**src/rtl/adc_seq_pkg.sv**
```systemverilog
package adc_seq_pkg;

  // Number of bits needed to hold values 0..n-1 (at least 1)
  function automatic int idx_bits(input int n);
    int b;
    b = 1;
    while ((1 << b) < n) b++;
    return b;
  endfunction

endpackage

```
**src/rtl/adc_seq_tick.sv**
```systemverilog
module adc_seq_tick #(
  parameter int TICK_DIV = 1
) (
  input  logic clk,
  input  logic rst,
  input  logic clr,
  output logic tick
);
  import adc_seq_pkg::*;

  localparam int DW = idx_bits(TICK_DIV);
  localparam logic [DW-1:0] DIV_LAST = DW'(TICK_DIV - 1);

  logic [DW-1:0] div_q;

  assign tick = (div_q == DIV_LAST);

  always_ff @(posedge clk) begin
    if (rst || clr || tick) div_q <= '0;
    else                    div_q <= div_q + 1'b1;
  end

endmodule

```
**src/rtl/adc_seq_timer.sv**
```systemverilog
module adc_seq_timer #(
  parameter int CYCLE_STEPS     = 204,
  parameter int CONV_LOW_STEPS  = 4,
  parameter int CONV_TIME_STEPS = 165,
  parameter int READ_STEPS      = 3,
  parameter int STIM_DELAY      = 1,
  parameter int STIM_HIGH_STEPS = 100
) (
  input  logic clk,
  input  logic rst,
  input  logic tick,
  input  logic run_q,
  input  logic run_d,
  input  logic run_start,
  output logic cap_evt,
  output logic conv_start_n,
  output logic chip_sel_n,
  output logic read_n,
  output logic stim_clk
);
  import adc_seq_pkg::*;

  localparam int SW = idx_bits(CYCLE_STEPS);
  localparam logic [SW-1:0] STEP_LAST = SW'(CYCLE_STEPS - 1);
  localparam logic [SW-1:0] CONV_END  = SW'(CONV_LOW_STEPS);
  localparam logic [SW-1:0] RD_BEGIN  = SW'(CONV_LOW_STEPS + CONV_TIME_STEPS);
  localparam logic [SW-1:0] RD_END    = SW'(CONV_LOW_STEPS + CONV_TIME_STEPS + READ_STEPS);
  localparam logic [SW-1:0] CAP_STEP  = SW'(CONV_LOW_STEPS + CONV_TIME_STEPS + READ_STEPS - 1);
  localparam logic [SW-1:0] STIM_ON   = SW'(CONV_LOW_STEPS + STIM_DELAY);
  localparam logic [SW-1:0] STIM_OFF  = SW'(CONV_LOW_STEPS + STIM_DELAY + STIM_HIGH_STEPS);

  logic [SW-1:0] step_q, step_d;

  always_comb begin
    step_d = step_q;
    if (!run_d || run_start) step_d = '0;
    else if (tick)           step_d = (step_q == STEP_LAST) ? '0 : step_q + 1'b1;
  end

  assign cap_evt = run_q && tick && (step_q == CAP_STEP);

  always_ff @(posedge clk) begin
    if (rst) begin
      step_q       <= '0;
      conv_start_n <= 1'b1;
      chip_sel_n   <= 1'b1;
      read_n       <= 1'b1;
      stim_clk     <= 1'b0;
    end else begin
      step_q       <= step_d;
      conv_start_n <= !(run_d && (step_d < CONV_END));
      chip_sel_n   <= !(run_d && (step_d >= RD_BEGIN) && (step_d < RD_END));
      read_n       <= !(run_d && (step_d >= RD_BEGIN) && (step_d < RD_END));
      stim_clk     <= run_d && (step_d >= STIM_ON) && (step_d < STIM_OFF);
    end
  end


  no_convst_during_read_chk: assert property (@(posedge clk) disable iff (rst)
    !(!conv_start_n && !chip_sel_n));


  read_after_convst_chk: assert property (@(posedge clk) disable iff (rst)
    $fell(read_n) |-> conv_start_n);


  stim_after_convst_chk: assert property (@(posedge clk) disable iff (rst)
    $rose(stim_clk) |-> conv_start_n && $past(conv_start_n));

endmodule

```
**src/rtl/adc_seq_capture.sv**
```systemverilog
module adc_seq_capture #(
  parameter int DATA_W    = 12,
  parameter int CAP_W     = 24,
  parameter bit TWOS_COMP = 1'b1
) (
  input  logic             clk,
  input  logic             rst,
  input  logic             cap_evt,
  input  logic [CAP_W-1:0] raw,
  output logic [CAP_W-1:0] sample,
  output logic             sample_valid
);

  localparam logic [CAP_W-1:0] KEEP_MASK = CAP_W'((64'd1 << DATA_W) - 64'd1);
  localparam logic [CAP_W-1:0] SIGN_BIT  = CAP_W'(64'd1 << (DATA_W - 1));

  logic [CAP_W-1:0] masked, coded;

  assign masked = raw & KEEP_MASK;

  generate
    if (TWOS_COMP) begin : g_offset
      assign coded = masked ^ SIGN_BIT;
    end else begin : g_plain
      assign coded = masked;
    end
  endgenerate

  always_ff @(posedge clk) begin
    if (rst) begin
      sample       <= '0;
      sample_valid <= 1'b0;
    end else begin
      sample_valid <= cap_evt;
      if (cap_evt) sample <= coded;
    end
  end


  upper_zero_chk: assert property (@(posedge clk) disable iff (rst)
    sample_valid |-> (sample & ~KEEP_MASK) == '0);


  valid_single_chk: assert property (@(posedge clk) disable iff (rst)
    sample_valid |=> !sample_valid);

endmodule

```
**src/rtl/adc_seq_ctrl.sv**
```systemverilog
module adc_seq_ctrl #(
  parameter int CNT_W = 20
) (
  input  logic             clk,
  input  logic             rst,
  input  logic             start,
  input  logic [CNT_W-1:0] count,
  input  logic             cap_evt,
  output logic             run_q,
  output logic             run_d,
  output logic             run_start,
  output logic             busy,
  output logic             done
);

  logic [CNT_W-1:0] remain_q;
  logic accept, zero_req, end_evt, end_q;

  assign accept    = start && !busy;
  assign zero_req  = accept && (count == '0);
  assign run_start = accept && (count != '0);
  assign end_evt   = cap_evt && (remain_q == CNT_W'(1));

  always_comb begin
    run_d = run_q;
    if (run_start)    run_d = 1'b1;
    else if (end_evt) run_d = 1'b0;
  end

  always_ff @(posedge clk) begin
    if (rst) begin
      run_q    <= 1'b0;
      remain_q <= '0;
      end_q    <= 1'b0;
      done     <= 1'b0;
      busy     <= 1'b0;
    end else begin
      run_q <= run_d;
      if (run_start)    remain_q <= count;
      else if (cap_evt) remain_q <= remain_q - 1'b1;
      end_q <= end_evt;
      done  <= end_q || zero_req;
      busy  <= run_d || end_evt;
    end
  end


  done_not_busy_chk: assert property (@(posedge clk) disable iff (rst)
    done |-> !busy);


  done_single_chk: assert property (@(posedge clk) disable iff (rst)
    done |=> !done);


  start_ignored_chk: assert property (@(posedge clk) disable iff (rst)
    (start && busy && run_q) |=> busy);

endmodule

```
**src/rtl/adc_strobe_seq.sv**
```systemverilog
module adc_strobe_seq #(
  parameter int DATA_W          = 12,
  parameter int CAP_W           = 24,
  parameter int CNT_W           = 20,
  parameter int TICK_DIV        = 1,
  parameter int CYCLE_STEPS     = 204,
  parameter int CONV_LOW_STEPS  = 4,
  parameter int CONV_TIME_STEPS = 165,
  parameter int READ_STEPS      = 3,
  parameter int STIM_DELAY      = 1,
  parameter int STIM_HIGH_STEPS = 100,
  parameter bit TWOS_COMP       = 1'b1
) (
  input  logic             clk,
  input  logic             rst,
  input  logic             start,
  input  logic [CNT_W-1:0] conv_count,
  input  logic [CAP_W-1:0] adc_data,
  output logic             conv_start_n,
  output logic             chip_sel_n,
  output logic             read_n,
  output logic             stim_clk,
  output logic [CAP_W-1:0] sample,
  output logic             sample_valid,
  output logic             busy,
  output logic             done
);

  logic tick, cap_evt, run_q, run_d, run_start;

  adc_seq_tick #(.TICK_DIV(TICK_DIV)) u_tick (
    .clk  (clk),
    .rst  (rst),
    .clr  (!run_q),
    .tick (tick)
  );

  adc_seq_ctrl #(.CNT_W(CNT_W)) u_ctrl (
    .clk       (clk),
    .rst       (rst),
    .start     (start),
    .count     (conv_count),
    .cap_evt   (cap_evt),
    .run_q     (run_q),
    .run_d     (run_d),
    .run_start (run_start),
    .busy      (busy),
    .done      (done)
  );

  adc_seq_timer #(
    .CYCLE_STEPS     (CYCLE_STEPS),
    .CONV_LOW_STEPS  (CONV_LOW_STEPS),
    .CONV_TIME_STEPS (CONV_TIME_STEPS),
    .READ_STEPS      (READ_STEPS),
    .STIM_DELAY      (STIM_DELAY),
    .STIM_HIGH_STEPS (STIM_HIGH_STEPS)
  ) u_timer (
    .clk          (clk),
    .rst          (rst),
    .tick         (tick),
    .run_q        (run_q),
    .run_d        (run_d),
    .run_start    (run_start),
    .cap_evt      (cap_evt),
    .conv_start_n (conv_start_n),
    .chip_sel_n   (chip_sel_n),
    .read_n       (read_n),
    .stim_clk     (stim_clk)
  );

  adc_seq_capture #(
    .DATA_W    (DATA_W),
    .CAP_W     (CAP_W),
    .TWOS_COMP (TWOS_COMP)
  ) u_capture (
    .clk          (clk),
    .rst          (rst),
    .cap_evt      (cap_evt),
    .raw          (adc_data),
    .sample       (sample),
    .sample_valid (sample_valid)
  );


  idle_lines_chk: assert property (@(posedge clk) disable iff (rst)
    !busy |-> conv_start_n && chip_sel_n && read_n && !stim_clk && !sample_valid);


  valid_after_read_chk: assert property (@(posedge clk) disable iff (rst)
    sample_valid |-> !$past(read_n) && read_n);


  reset_idle_chk: assert property (@(posedge clk)
    $past(rst) |-> conv_start_n && chip_sel_n && read_n && !stim_clk && !busy && !done);

endmodule

```
**config.mk**
```make
export PLATFORM = sky130hd
export DESIGN_NAME = adc_strobe_seq
export DESIGN_NICKNAME = d
export VERILOG_FILES = /design/src/rtl/adc_seq_pkg.sv /design/src/rtl/adc_seq_tick.sv /design/src/rtl/adc_seq_timer.sv /design/src/rtl/adc_seq_capture.sv /design/src/rtl/adc_seq_ctrl.sv /design/src/rtl/adc_strobe_seq.sv
export SDC_FILE = /design/constraint.sdc
export NUM_CORES = 1
export LEC_CHECK = 0
export CORE_UTILIZATION = 48
export CTS_BUF_LIST = sky130_fd_sc_hd__clkbuf_8
export DETAILED_ROUTE_END_ITERATION = 10
export PLACE_DENSITY = 0.83
export SYNTH_ARGS = -nofsm -noshare
export SYNTH_HDL_FRONTEND = slang
export SYNTH_SLANG_ARGS = --single-unit
```
**constraint.sdc**
```tcl
create_clock -name clk -period 3.1 [get_ports clk]
set_clock_uncertainty 0.1 [all_clocks]
set_input_delay 0.31 -clock clk [delete_from_list [all_inputs] [get_ports clk]]
set_output_delay 0.31 -clock clk [all_outputs]
set_load 0.01 [all_outputs]
```
# == Word-level counts from Yosys, hierarchy flattened ==
# Cells that the tools add are included.
# word_totals
word_cells,56
regBits,49
output_inout_bits,31
in_bits,47
# op_classes
n_addsub,3
n_lt_le_gt_ge,5
bitwise,2
reduce_logical,24
eq_ne,3
n_mux,7
# op_table
op,n
20-bit 2-to-1 mux,2
8-bit 2-to-1 mux,3
"20-bit by 1-bit == test with 1-bit output, second input constant",1
20-bit logical NOT,1
20-bit nonzero test,1
"20-bit by 1-bit subtractor with 20-bit output, second input constant",1
"8-bit == test, second input constant",2
1-bit logical AND,11
"8-bit by 1-bit adder with 8-bit output, second input constant",1
"8-bit by 3-bit >= comparator with 1-bit output, second input constant",1
"8-bit >= comparator, second input constant",1
"8-bit by 3-bit < comparator with 1-bit output, second input constant",1
"8-bit by 7-bit < comparator with 1-bit output, second input constant",1
"8-bit < comparator, second input constant",1
1-bit logical NOT,5
1-bit logical OR,5
1-bit 2-to-1 mux,2
1-bit NOT,2
2-bit nonzero test,1
"1-bit adder, second input constant",1

# == Longest topological paths before layout ==
# logic_depth
ltp_word,13
depth_mapped,8
depth_no_buf,6

# == Hierarchy ==
# Synthesis repeated with hierarchy kept, for this count alone.
# unflattened
hier_cells,271
area_unflattened_um2,2446.1
# by_module_without_submodules
module,area_each_um2,cells_per_inst,seq_area_each_um2,instances
adc_seq_ctrl,1247.4,146,480.5,1
adc_seq_timer,603.1,67,220.2,1
adc_seq_capture,564.3,54,260.2,1
adc_seq_tick,27.5,3,20.0,1
adc_strobe_seq,3.8,1,0.0,1

# == Worst setup path before layout ==
# Ideal clock, no wire load.
# synth_timing
kind,register to register
from,register u_ctrl.remain_q[5]
to,register u_ctrl.remain_q[18]
stages_incl_launch_ff,6
period_less_slack_ns,2.385
n_path_buf,0
t_required_ns,2.921
slack_ns,0.715
setup_ns,0.079
arrival_time_ns,2.206
cell_sequence,dfxtp_1 -> or4_4 -> or4_4 -> or4_4 -> xor2_1 -> a211oi_2
# synth_via
elab_chain_len,3
# synth_rtl
item,line_no,text
from (decl),adc_seq_ctrl.sv:16,logic [CNT_W-1:0] remain_q;
from (signal assigned),adc_seq_ctrl.sv:39,if (run_start) remain_q <= count;
from (signal assigned),adc_seq_ctrl.sv:40,else if (cap_evt) remain_q <= remain_q - 1'b1;
20-bit by 1-bit subtractor with 20-bit output,adc_seq_ctrl.sv:40,
20-bit 2-to-1 mux,adc_seq_ctrl.sv:40,
20-bit 2-to-1 mux,adc_seq_ctrl.sv:39,
# No other way between the ends. The select of a mux whose other input is x is not followed.
# A chain may end at the register's enable or synchronous reset.

# == Worst setup path in the final report ==
# layout_timing
from,register u_timer.step_q[0]
to,register u_ctrl.remain_q[15]
# layout_via
elab_chain_len,3
# layout_rtl
item,line_no,text
from (decl),adc_seq_timer.sv:32,"logic [SW-1:0] step_q, step_d;"
from (signal assigned),adc_seq_timer.sv:50,step_q <= step_d;
8-bit == test,adc_seq_timer.sv:40,assign cap_evt = run_q && tick && (step_q == CAP_STEP);
1-bit logical AND,adc_seq_timer.sv:40,
2-bit nonzero test (no source line),-,
# No other way between the ends.

==> out/results.tsv <==
stage	metric	value	unit
outcome	status	complete, no violations	
logic_synthesis	async set or reset register ratio after synthesis	0	%
logic_synthesis	Yosys top cell by area	dfxtp_1	
drt	WL/cell	13.1	um
grt	largest net degree at the start of global routing	44	
worst_setup_path	WP depth	6	
worst_setup_path	crit path kind	reg2reg	
floorplanning	die area	5590	um^2
cells_and_area	# diodes	0	
place	HPWL reported at the end of detailed placement	4.05	mm
worst_setup_path	Worst R2R Path Depth	6	
job	MaxCap Viol Count	0	
worst_hold_path	WHS Path Cells	2	
sta	clock period minus worst slack	2.52	ns
logic_synthesis	count leader, synth	dfxtp_1	
cells_and_area	Largest Register	u_ctrl.remain_q	
worst_setup_path	Max FO, Critical Path	8	
logic_synthesis	Synth Warn #	0	
sta	final hold vios	0	
clock_network	clock root cell	clkbuf_8	
power_and_ir_drop	Leak	1.11	nW
floorplanning	Die Ht	74.8	um
cells_and_area	Regs by FF count	u_ctrl.remain_q: 20 flops, u_capture.sample: 12 flops, u_timer.step_q: 8 flops	
grt	grt total ovfl	0	
power_and_ir_drop	worst vdd ir	0.000265	V
logic_synthesis	Cell Area, Synth	2540	um^2
cells_and_area	final core utilization	62.7	%
logic_synthesis	area share of the largest cell type after synthesis	38.6	%
cells_and_area	share of cells above drive strength 1	7.06	%
clock_network	post-cts sizing count	0	
sta	Final Max Tran Viols	0	
sta	Final setup viols	0	
clock_network	clock latency on the worst-skew pair	0.30	ns
logic_synthesis	Post-Synthesis Cells	307	
worst_setup_path	worst path cell trace	ha_1, nor2b_1, nand4_1, nor4_1, xnor2_1, a211oi_1	
drt	DRC marker count from the first detailed-route iteration	114	
grt	antenna violations before repair	0	
grt	vias in the first global route	2052	
clock_network	Num CTS Buffers	5	
sta	RSZ-0062 raised after global routing	no	
cells_and_area	Synth-to-Final Area Change	26.1	%
grt	global-route wire length before repair	8.95	mm
cells_and_area	area of the multi-input gates	1410	um^2
sta	Final Cycle Share	81.2	%
worst_setup_path	CP Launch Type	flip-flop	
worst_setup_path	Crit path max-delay family	simple AND/OR/NAND/NOR gates	
cells_and_area	FF/Latch Area	981	um^2
worst_hold_path	Hold Path Class	reg2reg	
floorplanning	# IOs	78	
place	PortBufs	53	
drt	antenna viol nets, final	0	
drt	Vias	2281	
logic_synthesis	leading post-synthesis cells by cell area	dfxtp_1 (39%), xnor2_1 (6.5%), a211oi_1 (5.6%)	
floorplanning	FP Rows	26	
clock_network	Setup Fix Bufs, Post-CTS	0	
floorplanning	Die X	74.8	um
logic_synthesis	Yosys cell types	47	
sta	Max Freq	0.397	GHz
place	Final GP Congestion	0.929	
logic_synthesis	dominant synthesized flop cell	dfxtp_1	
grt	GRT Util Overall	20.6	%
logic_synthesis	#FFs+latches synth	49	
place	Placed Cells	416	
worst_setup_path	Data required, critical path	3.22	ns
worst_setup_path	Bufs and invs on worst path	0	
cells_and_area	number of fill cells	456	
sta	setup TNS	0	ns
clock_network	CTS Hold Bufs	0	
clock_network	H-Tree Depth	2	
cells_and_area	non-filler instance count after layout	424	
drt	# DRC	0	
worst_setup_path	slowest cell delay on critical path	0.47	ns
place	DP Worst Slack	0.419	ns
worst_setup_path	R2R Setup Slk	0.58	ns
power_and_ir_drop	Pwr Density	413	nW/um^2
worst_setup_path	slowest CP cell	dfxtp_1	
clock_network	clock slew at reported path FFs	0.10	ns
cells_and_area	max reg flops	20	
logic_synthesis	most frequent cells after synthesis	dfxtp_1 (49), nor2_1 (37), nand2_1 (32)	
clock_network	Max clock buf depth	2	
drt	Initial DRT Pass Iterations	4	
sta	worst-margin pin slew	0.552	ns
floorplanning	core area	5110	um^2
drt	Vias/cell	5.38	
worst_setup_path	Worst setup EP type	flip-flop	
logic_synthesis	Avg Inst Size Synth	8.28	um^2
floorplanning	effective utilization at floorplan	49.8	%
clock_network	Clock Sinks	49	
drt	final WL	5.56	mm
logic_synthesis	sequential cell area fraction in the yosys report	38.6	%
cells_and_area	Layout Nets	403	
sta	Max-slew headroom	62.9	%
logic_synthesis	EDFF count, synth	0	
worst_setup_path	Arrival @ worst endpoint	2.64	ns
sta	worst setup margin	0.583	ns
clock_network	CTS tree	done	
power_and_ir_drop	Design Power	0.00132	W
## layer usage
| metal | vias up | share of wire [%] | global-route usage, % |
|---|---|---|---|
| met5 | - | 0 | 0 |
| met4 | 0 | 0.90 | 6.50 |
| met3 | 6 | 5.6 | 4.15 |
| met2 | 68 | 48 | 35.1 |
| met1 | 1048 | 46 | 26.2 |
| li1 | 1159 | - | - |
## placed cells by master (no fill, tap or decap), types with 3 or more instances in the layout
cell type / synthesis / layout
buf_4: 13 / 7
conb_1: 1 / 13
or3_1: 3 / 3
xnor2_1: 19 / 19
clkdlybuf4s50_1: 0 / 53
nand3_1: 4 / 4
or4_4: 3 / 3
nand4_1: 7 / 7
a21oi_1: 15 / 15
nor4_1: 12 / 12
dfxtp_1: 49 / 49
ha_1: 3 / 3
or4_1: 5 / 5
o21ai_0: 4 / 4
a211oi_1: 19 / 19
nand2_1: 32 / 32
nor2_1: 37 / 37
mux2i_1: 3 / 3
inv_1: 7 / 7
nor2b_1: 3 / 3
and4b_1: 3 / 3
clkbuf_8: 0 / 5
xor2_1: 8 / 8
and3_1: 3 / 3
nor3_1: 7 / 7
## final cells by class
class / count / area share (%)
flip-flops and latches: 49 / 30.6
multi-input cells: 230 / 44.1
clock inverters: 3 / 1.37
repair buffers: 60 / 18.2
clock buffers: 5 / 2.15
inverters: 7 / 0.820
well taps: 70 / 2.73
## through the flow
| step | instance area (um^2) | hold slack [ns] |
|---|---|---|
| after global routing | 3200 | 0.381 |
| final | 3200 | 0.359 |
| after CTS | 3200 | 0.358 |
| after detailed placement | 3090 | 0.346 |
| after floorplan | 2590 | 0.306 |
| after global placement | 3090 | 0.335 |
## worst paths after layout
| kind | end | start |
|---|---|---|
| worst max-delay path | u_ctrl.remain_q[15]$_SDFFE_PP0P_ | u_timer.step_q[0]$_SDFF_PP0_ |
| worst min-delay path | u_capture.sample[1]$_SDFFE_PP0P_ | u_capture.sample[1]$_SDFFE_PP0P_ |
| worst min register to register | u_capture.sample[1]$_SDFFE_PP0P_ | u_capture.sample[1]$_SDFFE_PP0P_ |
| worst max register to register | u_ctrl.remain_q[15]$_SDFFE_PP0P_ | u_timer.step_q[0]$_SDFF_PP0_ |
## where the power goes
| group | internal (W) | switching (W) |
|---|---|---|
| clock network | 0.000242 | 0.000218 |
| registers | 0.000655 | 0.0000245 |
| logic | 0.0000947 | 0.0000873 |
| total | 0.000992 | 0.000330 |
## cell families (layout without fill, tap and decap cells)
family / count (synthesis) / count (layout) / synth area share, %
xor+xnor: 27 / 27 / 9.31
compound gates: 54 / 54 / 14.9
mux: 3 / 3 / 1.18
flops: 49 / 49 / 38.6
fa+ha+maj: 3 / 3 / 1.48
other cells: 1 / 13 / 0.148
simple gates: 130 / 130 / 26.5
buf+inv: 40 / 75 / 7.88
## worst min-delay path: cells and delay by family (launching register included)
kind               cells  cell delay (ns)
DFF                    1             0.32
and+or+nand+nor        1             0.05
AOI/OAI and AO/OA      1             0.05
Note: power is estimated with default switching activity, not from simulation.
